**src/rtl/dram2_pkg.sv**
```systemverilog
package dram2_pkg;

    typedef enum logic [2:0] {
        ST_IDLE,
        ST_ROW,
        ST_CAS,
        ST_END,
        ST_REF
    } dram_st_e;

    typedef struct packed {
        dram_st_e    st;
        logic [2:0]  cnt;
        logic        bank;
        logic        wr;
        logic [8:0]  col;
        logic        ucas_en;
        logic        lcas_en;
        logic [1:0]  ras_n;
        logic        ucas_n;
        logic        lcas_n;
        logic        oe_n;
        logic        we_n;
        logic [8:0]  ma;
        logic        rdy;
    } dram_ctl_s;

endpackage

```
**src/rtl/dram2_addr_mux.sv**
```systemverilog
module dram2_addr_mux #(
    parameter int NPIN = 9
) (
    input  logic [2*NPIN-1:0] addr_hi,
    output logic [NPIN-1:0]   row_addr,
    output logic [NPIN-1:0]   col_addr
);
    // addr_hi[k] is processor bit k+1
    for (genvar i = 0; i < NPIN; i++) begin : g_pin
        assign row_addr[i] = addr_hi[2*i];
        assign col_addr[i] = addr_hi[2*i+1];
    end
endmodule

```
**src/rtl/dram2_byte_lanes.sv**
```systemverilog
module dram2_byte_lanes (
    input  logic wr,
    input  logic bhe_n,
    input  logic a0,
    output logic ucas_en,
    output logic lcas_en
);
    always_comb begin
        ucas_en = !wr || !bhe_n;
        lcas_en = !wr || !a0;
    end
endmodule

```
**src/rtl/dram2_bank_sel.sv**
```systemverilog
module dram2_bank_sel #(
    parameter int NBANK = 2
) (
    input  logic             req,
    input  logic             sel_lo,
    input  logic             sel_hi,
    input  logic [NBANK-1:0] bank_en,
    input  logic [NBANK-1:0] bank_wide,
    output logic             go,
    output logic             go_bank
);
    logic [NBANK-1:0] usable;
    logic             hit_lo;
    logic             hit_hi;

    for (genvar b = 0; b < NBANK; b++) begin : g_bank
        assign usable[b] = bank_en[b] && bank_wide[b];
    end

    always_comb begin
        hit_lo  = sel_lo && usable[0];
        hit_hi  = sel_hi && usable[NBANK-1];
        go      = req && (hit_lo || hit_hi);
        go_bank = !hit_lo;
    end
endmodule

```
**src/rtl/dram2_ref_arb.sv**
```systemverilog
module dram2_ref_arb (
    input  logic clk,
    input  logic rst_n,
    input  logic rfsh_req,
    input  logic rfsh_en,
    input  logic any_en,
    input  logic take,
    output logic pend
);
    logic pend_d, pend_q;
    logic arrive;

    always_comb begin
        arrive = rfsh_req && rfsh_en && any_en;
        pend   = (pend_q || arrive) && rfsh_en && any_en;
        pend_d = pend && !take;
    end

    always_ff @(posedge clk or negedge rst_n) begin
        if (!rst_n) pend_q <= 1'b0;
        else        pend_q <= pend_d;
    end
endmodule

```
**src/rtl/dram2_ctrl.sv**
```systemverilog
module dram2_ctrl
    import dram2_pkg::*;
#(
    parameter int NPIN   = 9,
    parameter int WS_MAX = 2
) (
    input  logic              clk,
    input  logic              rst_n,
    input  logic              cpu_req,
    input  logic              cpu_wr,
    input  logic [2*NPIN:0]   cpu_addr,
    input  logic              cpu_bhe_n,
    input  logic              sel_lo,
    input  logic              sel_hi,
    input  logic [1:0]        bank_en,
    input  logic [1:0]        bank_wide,
    input  logic [1:0]        wait_cfg,
    input  logic              rfsh_en,
    input  logic              rfsh_req,
    output logic              cpu_rdy,
    output logic [NPIN-1:0]   dram_ma,
    output logic [1:0]        dram_ras_n,
    output logic              dram_ucas_n,
    output logic              dram_lcas_n,
    output logic              dram_oe_n,
    output logic              dram_we_n
);
    localparam int NBANK      = 2;
    localparam int REF_CLKS   = 7;
    localparam int REF_LAST   = REF_CLKS - 1;
    localparam int REF_RAS_LO = 1;
    localparam int REF_RAS_HI = REF_CLKS - 3;

    dram_ctl_s d, q;

    logic [NPIN-1:0] row_addr, col_addr;
    logic            ucas_en, lcas_en;
    logic            go, go_bank;
    logic            ref_pend, ref_take;
    logic [2:0]      ws_eff;

    dram2_addr_mux #(.NPIN(NPIN)) u_mux (
        .addr_hi  (cpu_addr[2*NPIN:1]),
        .row_addr (row_addr),
        .col_addr (col_addr)
    );

    dram2_byte_lanes u_lanes (
        .wr      (cpu_wr),
        .bhe_n   (cpu_bhe_n),
        .a0      (cpu_addr[0]),
        .ucas_en (ucas_en),
        .lcas_en (lcas_en)
    );

    dram2_bank_sel #(.NBANK(NBANK)) u_sel (
        .req       (cpu_req),
        .sel_lo    (sel_lo),
        .sel_hi    (sel_hi),
        .bank_en   (bank_en),
        .bank_wide (bank_wide),
        .go        (go),
        .go_bank   (go_bank)
    );

    dram2_ref_arb u_arb (
        .clk      (clk),
        .rst_n    (rst_n),
        .rfsh_req (rfsh_req),
        .rfsh_en  (rfsh_en),
        .any_en   (|bank_en),
        .take     (ref_take),
        .pend     (ref_pend)
    );

    always_comb begin
        ws_eff = (int'(wait_cfg) > WS_MAX) ? 3'(WS_MAX) : {1'b0, wait_cfg};
    end

    always_comb begin
        d        = q;
        ref_take = 1'b0;

        case (q.st)
            ST_IDLE: begin
                if (ref_pend) begin
                    d.st     = ST_REF;
                    d.cnt    = '0;
                    ref_take = 1'b1;
                end else if (go) begin
                    d.st      = ST_ROW;
                    d.bank    = go_bank;
                    d.wr      = cpu_wr;
                    d.col     = col_addr;
                    d.ucas_en = ucas_en;
                    d.lcas_en = lcas_en;
                    d.ma      = row_addr;
                end
            end
            ST_ROW: begin
                d.st  = ST_CAS;
                d.cnt = ws_eff;
                d.ma  = q.col;
            end
            ST_CAS: begin
                if (q.cnt == '0) d.st  = ST_END;
                else             d.cnt = q.cnt - 3'd1;
            end
            ST_END: d.st = ST_IDLE;
            ST_REF: begin
                if (int'(q.cnt) == REF_LAST) d.st  = ST_IDLE;
                else                         d.cnt = q.cnt + 3'd1;
            end
            default: d.st = ST_IDLE;
        endcase

        // pin values for the state being entered
        d.ras_n  = '1;
        d.ucas_n = 1'b1;
        d.lcas_n = 1'b1;
        d.oe_n   = 1'b1;
        d.we_n   = 1'b1;
        d.rdy    = 1'b0;
        case (d.st)
            ST_ROW: d.ras_n[d.bank] = 1'b0;
            ST_CAS: begin
                d.ras_n[d.bank] = 1'b0;
                d.ucas_n        = !d.ucas_en;
                d.lcas_n        = !d.lcas_en;
                d.oe_n          = d.wr;
                d.we_n          = !d.wr;
            end
            ST_END: begin
                d.rdy = 1'b1;
                d.ma  = '0;
            end
            ST_REF: begin
                d.ma = '0;
                if (int'(d.cnt) <= REF_RAS_HI) begin
                    d.ucas_n = 1'b0;
                    d.lcas_n = 1'b0;
                end
                if (int'(d.cnt) >= REF_RAS_LO && int'(d.cnt) <= REF_RAS_HI)
                    d.ras_n = ~bank_en;
            end
            default: d.ma = '0;
        endcase
    end

    always_ff @(posedge clk or negedge rst_n) begin
        if (!rst_n) begin
            q        <= '0;
            q.st     <= ST_IDLE;
            q.ras_n  <= '1;
            q.ucas_n <= 1'b1;
            q.lcas_n <= 1'b1;
            q.oe_n   <= 1'b1;
            q.we_n   <= 1'b1;
        end else begin
            q <= d;
        end
    end

    assign cpu_rdy     = q.rdy;
    assign dram_ma     = q.ma;
    assign dram_ras_n  = q.ras_n;
    assign dram_ucas_n = q.ucas_n;
    assign dram_lcas_n = q.lcas_n;
    assign dram_oe_n   = q.oe_n;
    assign dram_we_n   = q.we_n;
endmodule

```
**config.mk**
```make
export PLATFORM = sky130hd
export DESIGN_NAME = dram2_ctrl
export DESIGN_NICKNAME = d
export VERILOG_FILES = /design/src/rtl/dram2_pkg.sv /design/src/rtl/dram2_addr_mux.sv /design/src/rtl/dram2_byte_lanes.sv /design/src/rtl/dram2_bank_sel.sv /design/src/rtl/dram2_ref_arb.sv /design/src/rtl/dram2_ctrl.sv
export SDC_FILE = /design/constraint.sdc
export NUM_CORES = 1
export LEC_CHECK = 0
export CAP_MARGIN = 0
export CORE_ASPECT_RATIO = 0.7
export CORE_MARGIN = 1
export CORE_UTILIZATION = 25
export CTS_CLUSTER_SIZE = 24
export DETAILED_ROUTE_END_ITERATION = 12
export PLACE_DENSITY = 0.49
export SYNTH_ARGS = -nofsm -noshare
export SYNTH_HDL_FRONTEND = slang
export SYNTH_HIERARCHICAL = 1
export SYNTH_SLANG_ARGS = --single-unit
```
**constraint.sdc**
```tcl
create_clock -name clk -period 4.4 [get_ports clk]
set_clock_uncertainty 0.15 [all_clocks]
set_input_delay 0.88 -clock clk [delete_from_list [all_inputs] [get_ports clk]]
set_output_delay 0.88 -clock clk [all_outputs]
set_load 0.02 [all_outputs]
```
==> impl_metrics.tcl <==
set metrics [dict create \
    seq_area_frac_synth 0.436 \
    crit_path_kind "in2reg" \
    maxCapViolations 0 \
    core_area_um2 7970 \
    critical-path-slowest-cell "clkdlybuf4s50_1" \
    timing.final.hold_violations 0 \
    synth-simple-area-share 0.218 \
    synth-compound-area-share 0.131 \
    cp_cell_sequence "clkdlybuf4s50_1 > or2_2 > o211a_1 > nor2b_1 > nand2_1 > buf_4 > inv_1 > o21ai_1 > a211oi_1" \
    synth_area_leader_cell "dfrtp_1" \
    ir_worst_vdd_mv 0.138 \
    power.static_leakage_nw 1.07 \
    global_route.usage.met1 0.173 \
    cts_max_path_buffers 2 \
    slew_at_the_pin_with_the_worst_max_slew_slack_ns 0.835 \
    timing.fmax_ghz 0.313 \
    worstPathArrival_ns 3.23 \
    hold_ws_ns 0.285 \
    synth_warnings 6 \
    clock_tree_from_tritoncts "done" \
    vertical_die_dimension_um 78.4 \
    drt.antenna.violating_nets 0 \
    synth_enable_flop_cells 0 \
    ioPinCount 50 \
    relSlewSlack 0.443 \
    cts_setup_buffers 0 \
    synth_net_count 253 \
    detail_route.iter0.violations 54 \
    synth_commonest_cells "nand2_1, buf_4, dfrtp_1, nor2_1, a211oi_1" \
    synth.distinct_cells 45 \
    cts_repair_resize_count 0 \
    vias_per_inst 4.47 \
    postSynthAreaPerCell_um2 9.70 \
    grtUsageMet2 0.179 \
    worst-endpoint-required_ns 4.43 \
    grt_start_max_net_pins 37 \
    fillCellCount 842 \
    layer_with_the_highest_usage "met2" \
    die_area_um2 8720 \
    dr_total_vias 1520 \
    grt_setup_unrepaired "false" \
    chipWidth_um 111 \
    max_stage_delay_ns 0.47 \
    grt.met3_usage 0.0293 \
    synth_fa_ha_area_frac 0.0240 \
    yosys_register_bits 36 \
    route.detailed.drc 4 \
    placement.setup.worst_slack_ns 0.871 \
    grtUsageTotal 0.121 \
    clkLatencyLatePin_ns 0.28 \
    area_growth_pct 25.3 \
    setup-tns-final_ns 0 \
    synth.most_common_cell "nand2_1" \
    via_count_of_the_first_global_routing_pass 1515 \
    starting_density 0.262 \
    min_path_cells 1 \
    worst_setup_path_start_kind "input port" \
    critPathCaptureType "flop" \
    fin_ws_ns 1.20 \
    clockRootBuffer "clkbuf_16" \
    layout-drive-gt1-share 0.130 \
    largest_fanout_on_the_critical_path 19 \
    n_antenna_cell 0 \
    worst_hold_class "reg2reg" \
    main_combinational_cell_family_by_area_after_synthesis "simple AND/OR/NAND/NOR gates" \
    grt_pass1_wl_um 8190 \
    clock-sinks 36 \
    detail_route.wl_per_cell_um 14.6 \
    min_period_over_period 0.727 \
    failed_checks "DRC" \
    slew_violations 0 \
    synthXorXnorAreaFrac 0.00420 \
    cts_max_level 2 \
    wl_um 4970 \
    ys_top_cells_by_area "dfrtp_1, buf_4, nand2_1" \
    drtPass1Iterations 8 \
    gp_routability_congestion 0.758 \
    period_minus_slack_ns 3.20 \
    grt_antenna_before_repair 0 \
    async_reset_ff_frac 1.00 \
    post-synth-top-area-fraction 0.360 \
    fin_nets 276 \
    place.detailed.hpwl_um 3710 \
    outcome "complete, but fails checks" \
    synth_cells 215 \
    setup-violations-final 0 \
    post_cts_hold_buffer_count 0 \
    yosys_most_used_dff "dfrtp_1" \
    power.density_cell_area_nw_per_um2 514 \
    numCtsBuffers 5 \
    rr_worst_depth 6 \
    grt_remaining_overflow 0 \
    clk_pin_slew_worst_paths_ns 0.05 \
    synth.mux.area_fraction 0.0486 \
    numPortBuffers 49 \
    rows 27 \
    cell_area_after_technology_mapping_um2 2090 \
]
layout make-up:
cell class / instances / area (um^2) / area share
Sequential cell: 36 / 908 / 0.348
Clock buffer: 7 / 143 / 0.0546
Multi-Input combinational cell: 136 / 893 / 0.342
Tap cell: 101 / 126 / 0.0484
Clock inverter: 1 / 7.51 / 0.00287
Timing Repair Buffer: 52 / 508 / 0.194
Inverter: 7 / 26.3 / 0.0101
registers in the layout, indices dropped and copies added, names as in the netlist:
name and count:
cpu_rdy 1, dram_lcas_n 1, dram_ma 9, dram_oe_n 1
dram_ras_n 2, dram_ucas_n 1, dram_we_n 1, q 19
u_arb/pend_q 1
worst paths after layout:
path,from,endpoint,slack [ns]
worst max-delay path,bank_en[0],dram_ma[7],1.20
worst min-delay path,q[27],dram_we_n,0.28
worst max register to register,q[34],dram_ma[7],1.90
worst min register to register,q[27],dram_we_n,0.28
max in group asynchronous,rst_n,dram_ma[1],3.02
min in group asynchronous,rst_n,q[33],0.56
power by group:
group          leakage (nW)  switching [mW]  internal (mW)  total [mW]
sequential            0.451          0.0833          0.442       0.525
clock                0.0701           0.132          0.225       0.357
combinational         0.552           0.248          0.213       0.461
cells by family (layout without fill, tap and decap cells):
| logic type | Yosys count | count (layout) |
|---|---|---|
| AND/OR/NAND/NOR | 91 | 91 |
| buffers and inverters | 43 | 67 |
| flip-flops | 36 | 36 |
| AO/OA/AOI/OAI | 30 | 30 |
| multiplexers | 10 | 10 |
| adder cells (fa/ha/maj) | 4 | 4 |
| XOR/XNOR | 1 | 1 |
worst max-delay path: cells and delay by family:
kind | cells | cell delay (ns)
simple gates | 3 | 0.52
buf+inv | 3 | 1.01
compound gates | 3 | 0.80
placed cells by master (no fill, tap or decap), drive strengths merged, types with 6 or more instances in the layout:
cell and instances:
nor2 16, clkdlybuf4s50 48, nand2 44, clkbuf 7
dfrtp 30, a211oi 11, nor3 8, dfstp 6
mux2i 9, inv 7
stage by stage:
step	instances	power (mW)	util	area (um^2)
floorplan	215	0.856	-	2090
global placement	332	0.985	0.309	2460
detailed placement	332	0.998	0.309	2460
CTS	340	1.36	0.328	2610
global route	340	1.44	0.328	2610
finish	340	1.34	0.328	2610
routing by layer:
layer,vias up,wire length (um)
met4,0,64
met2,29,2070
met1,725,2630
met3,7,195
li1,759,-
met5,-,0
Note: power is estimated with default switching activity, not from simulation.
